$ cat config.mk
export PLATFORM = sky130hd
export DESIGN_NAME = pfb_branch_unit
export DESIGN_NICKNAME = d
export VERILOG_FILES = /design/src/rtl/pfb_pkg.sv /design/src/rtl/pfb_decode.sv /design/src/rtl/pfb_relate.sv /design/src/rtl/pfb_target.sv /design/src/rtl/pfb_branch_unit.sv
export SDC_FILE = /design/constraint.sdc
export NUM_CORES = 1
export LEC_CHECK = 0
export CELL_PAD_IN_SITES_DETAIL_PLACEMENT = 0
export CELL_PAD_IN_SITES_GLOBAL_PLACEMENT = 2
export CORE_MARGIN = 1.5
export CORE_UTILIZATION = 22
export CTS_CLUSTER_SIZE = 25
export DETAILED_ROUTE_END_ITERATION = 7
export PLACE_DENSITY = 0.77
export SLEW_MARGIN = 20
export SYNTH_ARGS = -nofsm -noshare
export SYNTH_HDL_FRONTEND = slang
export SYNTH_SLANG_ARGS = --single-unit
$ cat constraint.sdc
create_clock -name clk -period 1.4 [get_ports clk]
set_clock_uncertainty 0.1 [all_clocks]
set_input_delay 0.28 -clock clk [delete_from_list [all_inputs] [get_ports clk]]
set_output_delay 0.28 -clock clk [all_outputs]
set_load 0.01 [all_outputs]
$ cat src/rtl/pfb_pkg.sv
package pfb_pkg;
  localparam int WORD_W = 64;
  localparam int HALF_W = 32;
  localparam int OFF_W  = 16;

  localparam logic [2:0] CLS_WIDE   = 3'd5;
  localparam logic [2:0] CLS_NARROW = 3'd6;

  localparam logic [3:0] CND_EQ  = 4'h1;
  localparam logic [3:0] CND_UGT = 4'h2;
  localparam logic [3:0] CND_UGE = 4'h3;
  localparam logic [3:0] CND_NE  = 4'h5;
  localparam logic [3:0] CND_SGT = 4'h6;
  localparam logic [3:0] CND_SGE = 4'h7;
  localparam logic [3:0] CND_ULT = 4'ha;
  localparam logic [3:0] CND_ULE = 4'hb;
  localparam logic [3:0] CND_SLT = 4'hc;
  localparam logic [3:0] CND_SLE = 4'hd;

  // Three primitive relations of left against right; every condition derives from them.
  typedef struct packed {
    logic eq;
    logic ult;
    logic slt;
  } rel_t;

  function automatic logic cond_known(input logic [3:0] c);
    case (c)
      CND_EQ, CND_NE, CND_UGT, CND_UGE, CND_ULT, CND_ULE,
      CND_SGT, CND_SGE, CND_SLT, CND_SLE: cond_known = 1'b1;
      default:                            cond_known = 1'b0;
    endcase
  endfunction

  function automatic logic cond_apply(input logic [3:0] c, input rel_t r);
    case (c)
      CND_EQ:  cond_apply = r.eq;
      CND_NE:  cond_apply = !r.eq;
      CND_ULT: cond_apply = r.ult;
      CND_ULE: cond_apply = r.ult || r.eq;
      CND_UGT: cond_apply = !(r.ult || r.eq);
      CND_UGE: cond_apply = !r.ult;
      CND_SLT: cond_apply = r.slt;
      CND_SLE: cond_apply = r.slt || r.eq;
      CND_SGT: cond_apply = !(r.slt || r.eq);
      CND_SGE: cond_apply = !r.slt;
      default: cond_apply = 1'b0;
    endcase
  endfunction
endpackage

$ cat src/rtl/pfb_decode.sv
module pfb_decode
  import pfb_pkg::*;
(
  input  logic [WORD_W-1:0] insn,
  output logic              is_wide,
  output logic              is_narrow,
  output logic              use_src,
  output logic [3:0]        cond,
  output logic [OFF_W-1:0]  off,
  output logic [HALF_W-1:0] imm,
  output logic              bad_op
);
  logic [2:0] cls;

  always_comb begin
    cls       = insn[58:56];
    use_src   = insn[59];
    cond      = insn[63:60];
    off       = insn[47:32];
    imm       = insn[31:0];
    is_wide   = (cls == CLS_WIDE);
    is_narrow = (cls == CLS_NARROW);
    bad_op    = !(is_wide || is_narrow) || !cond_known(cond);
  end
endmodule

$ cat src/rtl/pfb_relate.sv
module pfb_relate
  import pfb_pkg::*;
#(
  parameter int W = 64
) (
  input  logic [W-1:0] lhs,
  input  logic [W-1:0] rhs,
  output rel_t         rel
);
  always_comb begin
    rel.eq  = (lhs == rhs);
    rel.ult = (lhs < rhs);
    rel.slt = ($signed(lhs) < $signed(rhs));
  end
endmodule

$ cat src/rtl/pfb_target.sv
module pfb_target
  import pfb_pkg::*;
#(
  parameter int PC_W = 32
) (
  input  logic [PC_W-1:0]  pc,
  input  logic [OFF_W-1:0] off,
  input  logic             take,
  output logic [PC_W-1:0]  next_pc
);
  logic [PC_W-1:0] off_ext;
  logic [PC_W-1:0] seq_pc;

  generate
    if (PC_W > OFF_W) begin : g_extend
      assign off_ext = {{(PC_W-OFF_W){off[OFF_W-1]}}, off};
    end else begin : g_trunc
      assign off_ext = off[PC_W-1:0];
    end
  endgenerate

  assign seq_pc  = pc + PC_W'(1);
  assign next_pc = take ? (seq_pc + off_ext) : seq_pc;
endmodule

$ cat src/rtl/pfb_branch_unit.sv
module pfb_branch_unit
  import pfb_pkg::*;
#(
  parameter int PC_W = 32
) (
  input  logic              clk,
  input  logic              rst_n,
  input  logic              in_valid,
  output logic              in_ready,
  input  logic [63:0]       insn,
  input  logic [PC_W-1:0]   pc,
  input  logic [63:0]       dst_val,
  input  logic [63:0]       src_val,
  output logic              out_valid,
  input  logic              out_ready,
  output logic              out_taken,
  output logic [PC_W-1:0]   out_next_pc,
  output logic              out_illegal
);
  logic              is_wide, is_narrow, use_src, bad_op;
  logic [3:0]        cond;
  logic [OFF_W-1:0]  off;
  logic [HALF_W-1:0] imm;
  logic [WORD_W-1:0] rhs_full;
  rel_t              rel_wide, rel_narrow, rel_sel;
  logic              accept, taken_d;
  logic [PC_W-1:0]   next_d;
  logic              unused_reg_idx;

  // Register index fields are resolved upstream; only the values arrive here.
  assign unused_reg_idx = ^insn[55:48];

  pfb_decode u_decode (
    .insn(insn), .is_wide(is_wide), .is_narrow(is_narrow), .use_src(use_src),
    .cond(cond), .off(off), .imm(imm), .bad_op(bad_op)
  );

  // Immediate is sign-extended for the wide compare; the narrow compare sees only its low word.
  assign rhs_full = use_src ? src_val : {{(WORD_W-HALF_W){imm[HALF_W-1]}}, imm};

  pfb_relate #(.W(WORD_W)) u_rel_wide (
    .lhs(dst_val), .rhs(rhs_full), .rel(rel_wide)
  );

  pfb_relate #(.W(HALF_W)) u_rel_narrow (
    .lhs(dst_val[HALF_W-1:0]), .rhs(rhs_full[HALF_W-1:0]), .rel(rel_narrow)
  );

  assign rel_sel = is_narrow ? rel_narrow : rel_wide;
  assign taken_d = !bad_op && cond_apply(cond, rel_sel);

  pfb_target #(.PC_W(PC_W)) u_target (
    .pc(pc), .off(off), .take(taken_d), .next_pc(next_d)
  );

  assign in_ready = !out_valid || out_ready;
  assign accept   = in_valid && in_ready;

  always_ff @(posedge clk or negedge rst_n) begin
    if (!rst_n) begin
      out_valid   <= 1'b0;
      out_taken   <= 1'b0;
      out_illegal <= 1'b0;
      out_next_pc <= '0;
    end else if (accept) begin
      out_valid   <= 1'b1;
      out_taken   <= taken_d;
      out_illegal <= bad_op;
      out_next_pc <= next_d;
    end else if (out_ready) begin
      out_valid   <= 1'b0;
    end
  end
endmodule

==> flow_summary.yaml, run 1 <==
clock_tree:
  clock-sinks: 35
  htree_levels: 2
  cts_root_buffer: "clkbuf_16"
  clk_latency_ns: 0.29
  clk_pin_slew_ns: 0.06
  numCtsBuffers: 5
  cts_tree: "yes"
  ctsLongestPathBuffers: 2
sta:
  hold_viol: 0
  fin_crit_ns: 3.709
  fmaxAchievable_ghz: 0.2697
  fin_crit_sh: 2.649
  drv_slew: 0
  grt_setup_unrepaired: "true"
  fin_ws_ns: -2.309
  setup_viol: 33
  maxSlewHeadroom: 0.6160
  totalNegativeSetupSlack_ns: -69.22
  worstMarginPinSlew_ns: 0.5760
synthesis:
  ys_seq_elements: 35
  yosys_warnings: 0
  synth_top_family_by_area: "compound AO/OA/AOI/OAI gates"
  synthMuxAreaShare: 0.05307
  synth_simple_gate_area_share: 0.2161
  synth_commonest_cells: "a21oi_1 (114), ha_1 (97), nand2_1 (79), xnor2_1 (42)"
  yosysTopAreaCell: "ha_1"
  synthAdderAreaFrac: 0.1975
  synth-compound-area-share: 0.2766
  synth_area_leaders: "ha_1 (19%), dfrtp_1 (14%), a21oi_1 (9.1%)"
  synth.avg_cell_area_um2: 7.908
  postSynthCellCount: 790
  synth_xor_area_frac: 0.07571
  yosysSeqAreaShare: 0.1402
  synthDistinctLibCells: 66
  async_reset_ff_frac: 1.000
  syn-num-nets: 1116
  synth_top_area_share: 0.1943
  yosys_most_used_dff: "dfrtp_1"
  synth_edf_count: 0
  syn_area_mm2: 0.006247
  synth_most_common_cell: "a21oi_1"
place:
  dpl_worst_slack_ns: -3.079
  finalWeightedCongestion: 0.8578
  io_buffers: 255
  dpl.hpwl_mm: 22.10
power_and_ir_drop:
  leakage_nw: 5.613
  power.density_mw_per_mm2: 584.0
  peakVddDrop_v: 0.0004010
finish:
  syn2layout_area_growth_pct: 102.3
  seq_area_um2: 875.8
  layout-drive-gt1-share: 0.3633
  nets: 1627
  multiInputGateArea_mm2: 0.006085
  utilization: 0.4536
  fillers: 2757
drt:
  dr_total_vias: 7853
  vias_per_cell: 4.669
  antenna_left: 0
  drc_errors: 0
  first_pass_iters: 4
  post_drt_wl_per_cell_um: 16.13
  first_iter_violations: 228
  routed_wl_mm: 27.14
run:
  cap_viol_max_count: 0
outcome:
  outcome: "finished with violations"
  violations: "setup timing"
worst_setup_path:
  crit_required_ns: 1.48
  path_class: "in -> reg"
  worstPathArrival_ns: 3.79
  critPathCaptureType: "flip-flop"
  cp-start-kind: "input port"
  cp_max_fo: 3
floorplan:
  io_pins: 264
  start_util: 0.2243
  rows: 61
  fp.dieW_um: 171.5
  die-area_mm2: 0.02942
  core_mm2: 0.02786
  die_h_um: 171.5
worst_hold_path:
  hold_path.class: "reg -> reg"
grt:
  grt_pass1_vias: 7949
  grt_max_degree: 44
  grt_pass1_wl_mm: 41.87
  globalRouteTotalUtil: 0.1812
  antenna_found_initial: 2
  overflow: 0
## report_power, final
group	leakage, nW	internal [W]	switching (W)
registers	0.423	0.00116	0.000120
logic	5.11	0.00257	0.00219
clock network	0.0804	0.000847	0.000494
total	5.61	0.00458	0.00280
## registers in the layout, summed over array words and instances, names as in the netlist
name / count
out_valid: 1
out_illegal: 1
out_taken: 1
out_next_pc: 32
## critical path: stages
cell and delay [ns]:
clkdlybuf4s50_1 0.49, and3_4 0.22, nand2_2 0.07, nor2_4 0.18
buf_6 0.12, nand3_2 0.08, inv_2 0.07, nand2_1 0.08
xnor2_2 0.17, ha_4 0.29, nand3_2 0.08, nor2_2 0.14
nand3_2 0.09, or3_4 0.43, a31oi_4 0.19, buf_4 0.15
o31ai_4 0.05, a311oi_2 0.25, nor4_1 0.08, a211o_1 0.26
## placed cells by master, fill, tap and decap left out, types with 28 or more instances in the layout
cell             count
nand2_1             74
buf_4              240
nor2_1              32
mux2i_1             30
dfrtp_1             35
a21oi_1             81
clkdlybuf4s50_1    189
dlygate4sd2_1       36
xnor2_1             35
buf_6               28
ha_1                93
## kinds of logic (layout without fill, tap and decap cells)
family | count (synthesis) | after routing
other cells | 0 | 2
compound gates | 262 | 262
simple gates | 252 | 252
flops | 35 | 35
mux | 33 | 33
fa+ha+maj | 98 | 98
xor+xnor | 54 | 54
buf+inv | 56 | 568
## path summary, 6_finish.rpt
kind                            slack (ns)         endpoint  cells past startpoint       startpoint
worst min-delay path                  0.37  out_next_pc[29]                      2  out_next_pc[29]
worst max-delay path                 -2.31  out_next_pc[30]                     20           pc[15]
max in group asynchronous             0.61        out_valid                      3            rst_n
min in group asynchronous             0.39   out_next_pc[8]                      3            rst_n
worst max register to register       -0.13  out_next_pc[22]                      5        out_valid
worst min register to register        0.37  out_next_pc[29]                      2  out_next_pc[29]
## layer usage
layer,share of wire,global-route usage,vias up
met5,0,0,-
met4,0.014,0.03585,0
met3,0.033,0.01910,20
met2,0.49,0.3179,134
met1,0.46,0.2392,3674
li1,-,-,4025
## through the flow
stage          std cells  total power [W]  area [um2]  hold WS (ns)
3_3_place_gp        1627         0.005463       11230        0.1607
2_1_floorplan        790         0.003236        6553       -0.1156
4_1_cts             1672         0.007289       12320        0.3763
6_report            1682         0.007380       12640        0.3720
5_1_grt             1682         0.007864       12640        0.4098
3_5_place_dp        1627         0.005468       11230        0.1601
## repair_timing
action                     4_1_cts  5_1_grt
cloned                           5        0
setup endpoints to repair       70       43
buffers inserted                31       11
hold buffers                     1        0
hold endpoints to repair        35        0
resized for setup              234       65
pin swaps                      101       52
## cell type report
| class | instances | share of cell area |
|---|---|---|
| sequential | 35 | 0.06931 |
| antenna | 2 | 0.0003961 |
| clock buffer | 5 | 0.009902 |
| inverter | 21 | 0.006238 |
| clock inverter | 3 | 0.003664 |
| tap | 378 | 0.03743 |
| timing repair buffer | 539 | 0.3915 |
| multi-input combinational | 699 | 0.4815 |
Power figures use the tool's default switching activity.
==> inputs of run 2 (changes only) <==
--- a/config.mk
+++ b/config.mk
@@ -12,6 +12,7 @@
 export CTS_CLUSTER_SIZE = 25
 export DETAILED_ROUTE_END_ITERATION = 7
 export PLACE_DENSITY = 0.77
+export SKIP_CTS_REPAIR_TIMING = 1
 export SLEW_MARGIN = 20
 export SYNTH_ARGS = -nofsm -noshare
 export SYNTH_HDL_FRONTEND = slang
==> run 2 against run 1 <==
Effect of this change: the run still ends with setup timing left; design area increased by 0.35%; utilization grew 0.16 points; sequential share of layout area about the same; non-clock buffer count down 5; worst hold slack better by 0.0020 ns; worst setup slack got worse by 0.0080 ns; first-iteration DRC count rose by 26%; sequential cell count unchanged; cell count shrank 0.36%; clock power barely moved; via count down 0.67%; critical endpoint unchanged.
==> flow_summary.yaml, run 2 (synthesis gave the netlist of run 1 again) <==
outcome:
  outcome: "finished with violations"
  violations: "setup timing"
floorplan:
  die-area_mm2: 0.02942
  fp.dieW_um: 171.5
  die_h_um: 171.5
  rows: 61
  io_pins: 264
  start_util: 0.2243
  core_mm2: 0.02786
worst_setup_path:
  cp-start-kind: "input port"
  reg2reg_slack_ns: -0.15
  r2r_end: "out_next_pc[22]"
  crit_end: "out_next_pc[30]"
  critPathCaptureType: "flip-flop"
  path_class: "in -> reg"
  reg2reg_from: "out_valid"
  worstPathArrival_ns: 3.80
  startpoint: "pc[3]"
  cp_max_fo: 3
  r2r_cells: 5
  crit_required_ns: 1.48
finish:
  syn2layout_area_growth_pct: 103.0
  nets: 1622
  utilization: 0.4552
  largest_reg_flops: 32
  final_cell_area_mm2: 0.01268
  layout-drive-gt1-share: 0.3470
  final_common_cell: "buf_4"
  final_cell_mix: "buf_4 (249), clkdlybuf4s50_1 (191), ha_1 (94)"
  largest_register: "out_next_pc"
grt:
  globalRouteTotalUtil: 0.1702
  grt_pass1_wl_mm: 39.39
  antenna_found_initial: 1
  grt_max_degree: 44
  overflow: 0
  grt_pass1_vias: 7551
clock_tree:
  clock-sinks: 35
  cts_tree: "yes"
  numCtsBuffers: 5
  clk_pin_slew_ns: 0.06
  ctsLongestPathBuffers: 2
  clk_latency_ns: 0.29
  cts_root_buffer: "clkbuf_16"
  htree_levels: 2
drt:
  dr_total_vias: 7800
  post_drt_wl_per_cell_um: 16.01
  routed_wl_mm: 26.83
  drc_errors: 0
  first_iter_violations: 288
  first_pass_iters: 4
  antenna_left: 0
  vias_per_cell: 4.654
power_and_ir_drop:
  power.density_mw_per_mm2: 576.9
  peakVddDrop_v: 0.0004002
  leakage_nw: 6.033
sta:
  maxSlewHeadroom: 0.6203
  grt_setup_unrepaired: "true"
  fin_crit_sh: 2.655
  fin_ws_ns: -2.317
  fin_crit_ns: 3.717
  setup_viol: 33
  drv_slew: 0
  hold_ws_ns: 0.3741
  worstMarginPinSlew_ns: 0.5696
  fmaxAchievable_ghz: 0.2691
  hold_viol: 0
worst_hold_path:
  worstHoldStart: "out_next_pc[29]"
  hold_path.class: "reg -> reg"
place:
  finalWeightedCongestion: 0.8578
  dpl.hpwl_mm: 22.10
  post_dp_cell_area_mm2: 0.01123
  dpl_worst_slack_ns: -3.079
  io_buffers: 255
run:
  cap_viol_max_count: 0
## run 2: power by group
part / switching [W] / internal [W] / total, W
clock network: 0.000486 / 0.000847 / 0.00133
registers: 0.000116 / 0.00116 / 0.00127
logic: 0.00215 / 0.00256 / 0.00471
## run 2: layer usage
metal / global-route usage / part of all wire / up-vias
met3: 0.01818 / 0.033 / 20
li1: - / - / 4015
met5: 0 / 0 / -
met4: 0.03318 / 0.014 / 0
met2: 0.2957 / 0.49 / 132
met1: 0.2269 / 0.46 / 3633
## run 2: layout make-up
class	instances	area, um2
clock inverter	3	46.29
fill	2745	15180
timing repair buffer	534	5079
multi-input combinational	699	6000
sequential	35	875.8
clock buffer	5	125.1
inverter	21	78.83
antenna	1	2.502
tap	378	473.0
## run 2: critical path, stage by stage
cell	delay, ns
buf_6	0.07
and4_4	0.23
and3_4	0.19
nor2b_4	0.22
nand3_4	0.10
inv_2	0.08
nand3_2	0.08
xnor2_2	0.15
ha_1	0.30
buf_6	0.12
a21o_1	0.14
a21o_1	0.15
a21o_1	0.20
a211oi_2	0.25
a2bb2oi_2	0.24
a31oi_4	0.13
o311a_1	0.31
a311oi_2	0.24
nor4_2	0.08
a211o_1	0.23
## run 2: worst min path at each step
stage | to | slack, ns | depth (start not counted)
2_1_floorplan | out_illegal | -0.12 | 0
3_3_place_gp | out_next_pc[8] | 0.16 | 2
3_5_place_dp | out_next_pc[8] | 0.16 | 2
4_1_cts | out_next_pc[7] | -0.15 | 2
5_1_grt | out_next_pc[5] | 0.41 | 2
6_report | out_next_pc[29] | 0.37 | 2
## run 2: stage by stage
stage / TNS [ns] / power (W) / cells
5_1_grt: -76.68 / 0.007800 / 1676
3_3_place_gp: -95.13 / 0.005463 / 1627
3_5_place_dp: -94.67 / 0.005468 / 1627
2_1_floorplan: -66.81 / 0.003236 / 790
4_1_cts: -92.45 / 0.006852 / 1635
6_report: -72.05 / 0.007314 / 1676
==> inputs of run 3 (changes only) <==
--- a/config.mk
+++ b/config.mk
@@ -8,7 +8,7 @@
 export CELL_PAD_IN_SITES_DETAIL_PLACEMENT = 0
 export CELL_PAD_IN_SITES_GLOBAL_PLACEMENT = 2
 export CORE_MARGIN = 1.5
-export CORE_UTILIZATION = 22
+export CORE_UTILIZATION = 24
 export CTS_CLUSTER_SIZE = 25
 export DETAILED_ROUTE_END_ITERATION = 7
 export PLACE_DENSITY = 0.77
@@ -16,4 +16,5 @@
 export SLEW_MARGIN = 20
 export SYNTH_ARGS = -nofsm -noshare
 export SYNTH_HDL_FRONTEND = slang
+export SYNTH_HIERARCHICAL = 1
 export SYNTH_SLANG_ARGS = --single-unit
==> run 3 against run 2 <==
Effect of this change: the flow still finishes with violations (setup timing); critical path type unchanged; design area rose by 13%; largest power group unchanged; register-to-register slack better by 0.19 ns; highest routed layer is now met5; critical path depth fell by 3; clock-buffer cell count unchanged.
==> flow_summary.yaml, run 3 <==
synthesis:
  synth.avg_cell_area_um2: 7.685
  syn-num-nets: 1373
  syn_area_mm2: 0.007754
  postSynthCellCount: 1009
  yosys_warnings: 6
finish:
  largest_reg_flops: 32
  utilization: 0.4507
  layout-drive-gt1-share: 0.3786
  nets: 1837
  final_cell_mix: "buf_4 (253), clkdlybuf4s50_1 (148), nand2_1 (117)"
  largest_register: "out_next_pc"
  final_common_cell: "buf_4"
  syn2layout_area_growth_pct: 84.36
  instances_no_fill: 1880
worst_setup_path:
  crit_required_ns: 1.47
  r2r_cells: 4
  crit_slowest_cell: "or4_4"
  cp-start-kind: "input port"
  crit_buf_inv: 4
  crit_family: "buffers and inverters"
  critPathCaptureType: "flip-flop"
  worstPathArrival_ns: 4.08
  path_class: "in -> reg"
  crit_chain: "clkdlybuf4s50_1 > ha_4 > nand4_1 > or4_4 > a21oi_4 > nor3_4 > o211a_1 > xnor2_2 > mux4_2 > a211oi_2 > o31ai_2 > nor2_4 > buf_12 > buf_12 > clkbuf_16 > a21oi_4 > mux2_4"
  critPathMaxStageDelay_ns: 0.59
  cp.depth: 17
  cp_max_fo: 8
sta:
  totalNegativeSetupSlack_ns: -83.66
  fmaxAchievable_ghz: 0.2493
  fin_crit_sh: 2.865
  grt_setup_unrepaired: "true"
  fin_ws_ns: -2.611
  hold_viol: 0
  maxSlewHeadroom: 0.6689
  worstMarginPinSlew_ns: 0.4904
  fin_crit_ns: 4.011
  setup_viol: 33
  drv_slew: 0
floorplan:
  core_mm2: 0.03172
  start_util: 0.2445
  die_h_um: 182.7
  io_pins: 264
  rows: 65
  fp.dieW_um: 182.7
  die-area_mm2: 0.03339
place:
  post-place-cells: 1834
  io_buffers: 255
  dpl.hpwl_mm: 23.40
  finalWeightedCongestion: 0.7935
clock_tree:
  cts_tree: "yes"
  clock-sinks: 35
  clk_pin_slew_ns: 0.06
  htree_levels: 2
  numCtsBuffers: 5
  cts_root_buffer: "clkbuf_16"
  clk_latency_ns: 0.28
  ctsLongestPathBuffers: 2
grt:
  overflow: 0
  grt_pass1_wl_mm: 43.08
  grt_max_degree: 36
  antenna_found_initial: 6
  globalRouteTotalUtil: 0.1599
  grt_pass1_vias: 8759
drt:
  drc_errors: 0
  dr_total_vias: 8761
  post_drt_wl_per_cell_um: 15.58
  first_pass_iters: 4
  routed_wl_mm: 29.30
  first_iter_violations: 250
  vias_per_cell: 4.660
  antenna_left: 0
power_and_ir_drop:
  leakage_nw: 7.430
  peakVddDrop_v: 0.0004765
  power.density_mw_per_mm2: 546.3
  p_total_w: 0.007809
outcome:
  outcome: "finished with violations"
  violations: "setup timing"
worst_hold_path:
  hold_path.class: "in -> async"
run:
  cap_viol_max_count: 0
==> run 3: tightest hold or removal path, cell delays in order <==
cell and delay [ns]:
dlygate4sd3_1 0.52, buf_2 0.12, buf_12 0.23
==> run 3: cell type report <==
class	instances	area (um2)
multi-input cells	787	7108
fillers	3087	17420
well taps	402	503.0
clock inverters	3	43.79
diodes	4	10.01
clock buffers	5	125.1
repair buffers	536	5204
inverters	108	425.4
flip-flops and latches	35	875.8
==> run 3: path summary, 6_finish.rpt <==
check / to / slack [ns] / startpoint
min reg2reg: out_next_pc[19] / 0.40 / out_next_pc[19]
max reg2reg: out_next_pc[24] / 0.04 / out_valid
min in group clk: out_next_pc[19] / 0.40 / out_next_pc[19]
max: out_next_pc[16] / -2.61 / dst_val[11]
max in group asynchronous: out_next_pc[21] / 0.61 / rst_n
min: out_next_pc[16] / 0.39 / rst_n
==> run 3: layer usage <==
metal,wire [um],share of wire,vias up,track usage
li1,-,-,4429,-
met1,12840,0.44,4103,0.1968
met2,14750,0.50,200,0.2951
met5,27,0.00092,-,0
met3,1389,0.047,25,0.02800
met4,293,0.010,4,0.02248
==> run 3: metrics by stage <==
step	setup slack, ns	cell area (um2)	hold WS, ns
after global routing	-2.745	14290	0.4115
after global placement	-3.180	12290	0.1709
after detailed placement	-3.241	12290	0.1711
after CTS	-2.952	12460	-0.1388
final	-2.611	14300	0.3941
after floorplan	-2.865	7924	-0.1156
==> run 3: where the power goes <==
part	total [W]	leakage, nW	switching, W	internal (W)
registers	0.00132	0.407	0.000122	0.00120
logic	0.00516	6.94	0.00226	0.00289
clock network	0.00133	0.0838	0.000489	0.000841
total	0.00781	7.43	0.00287	0.00494
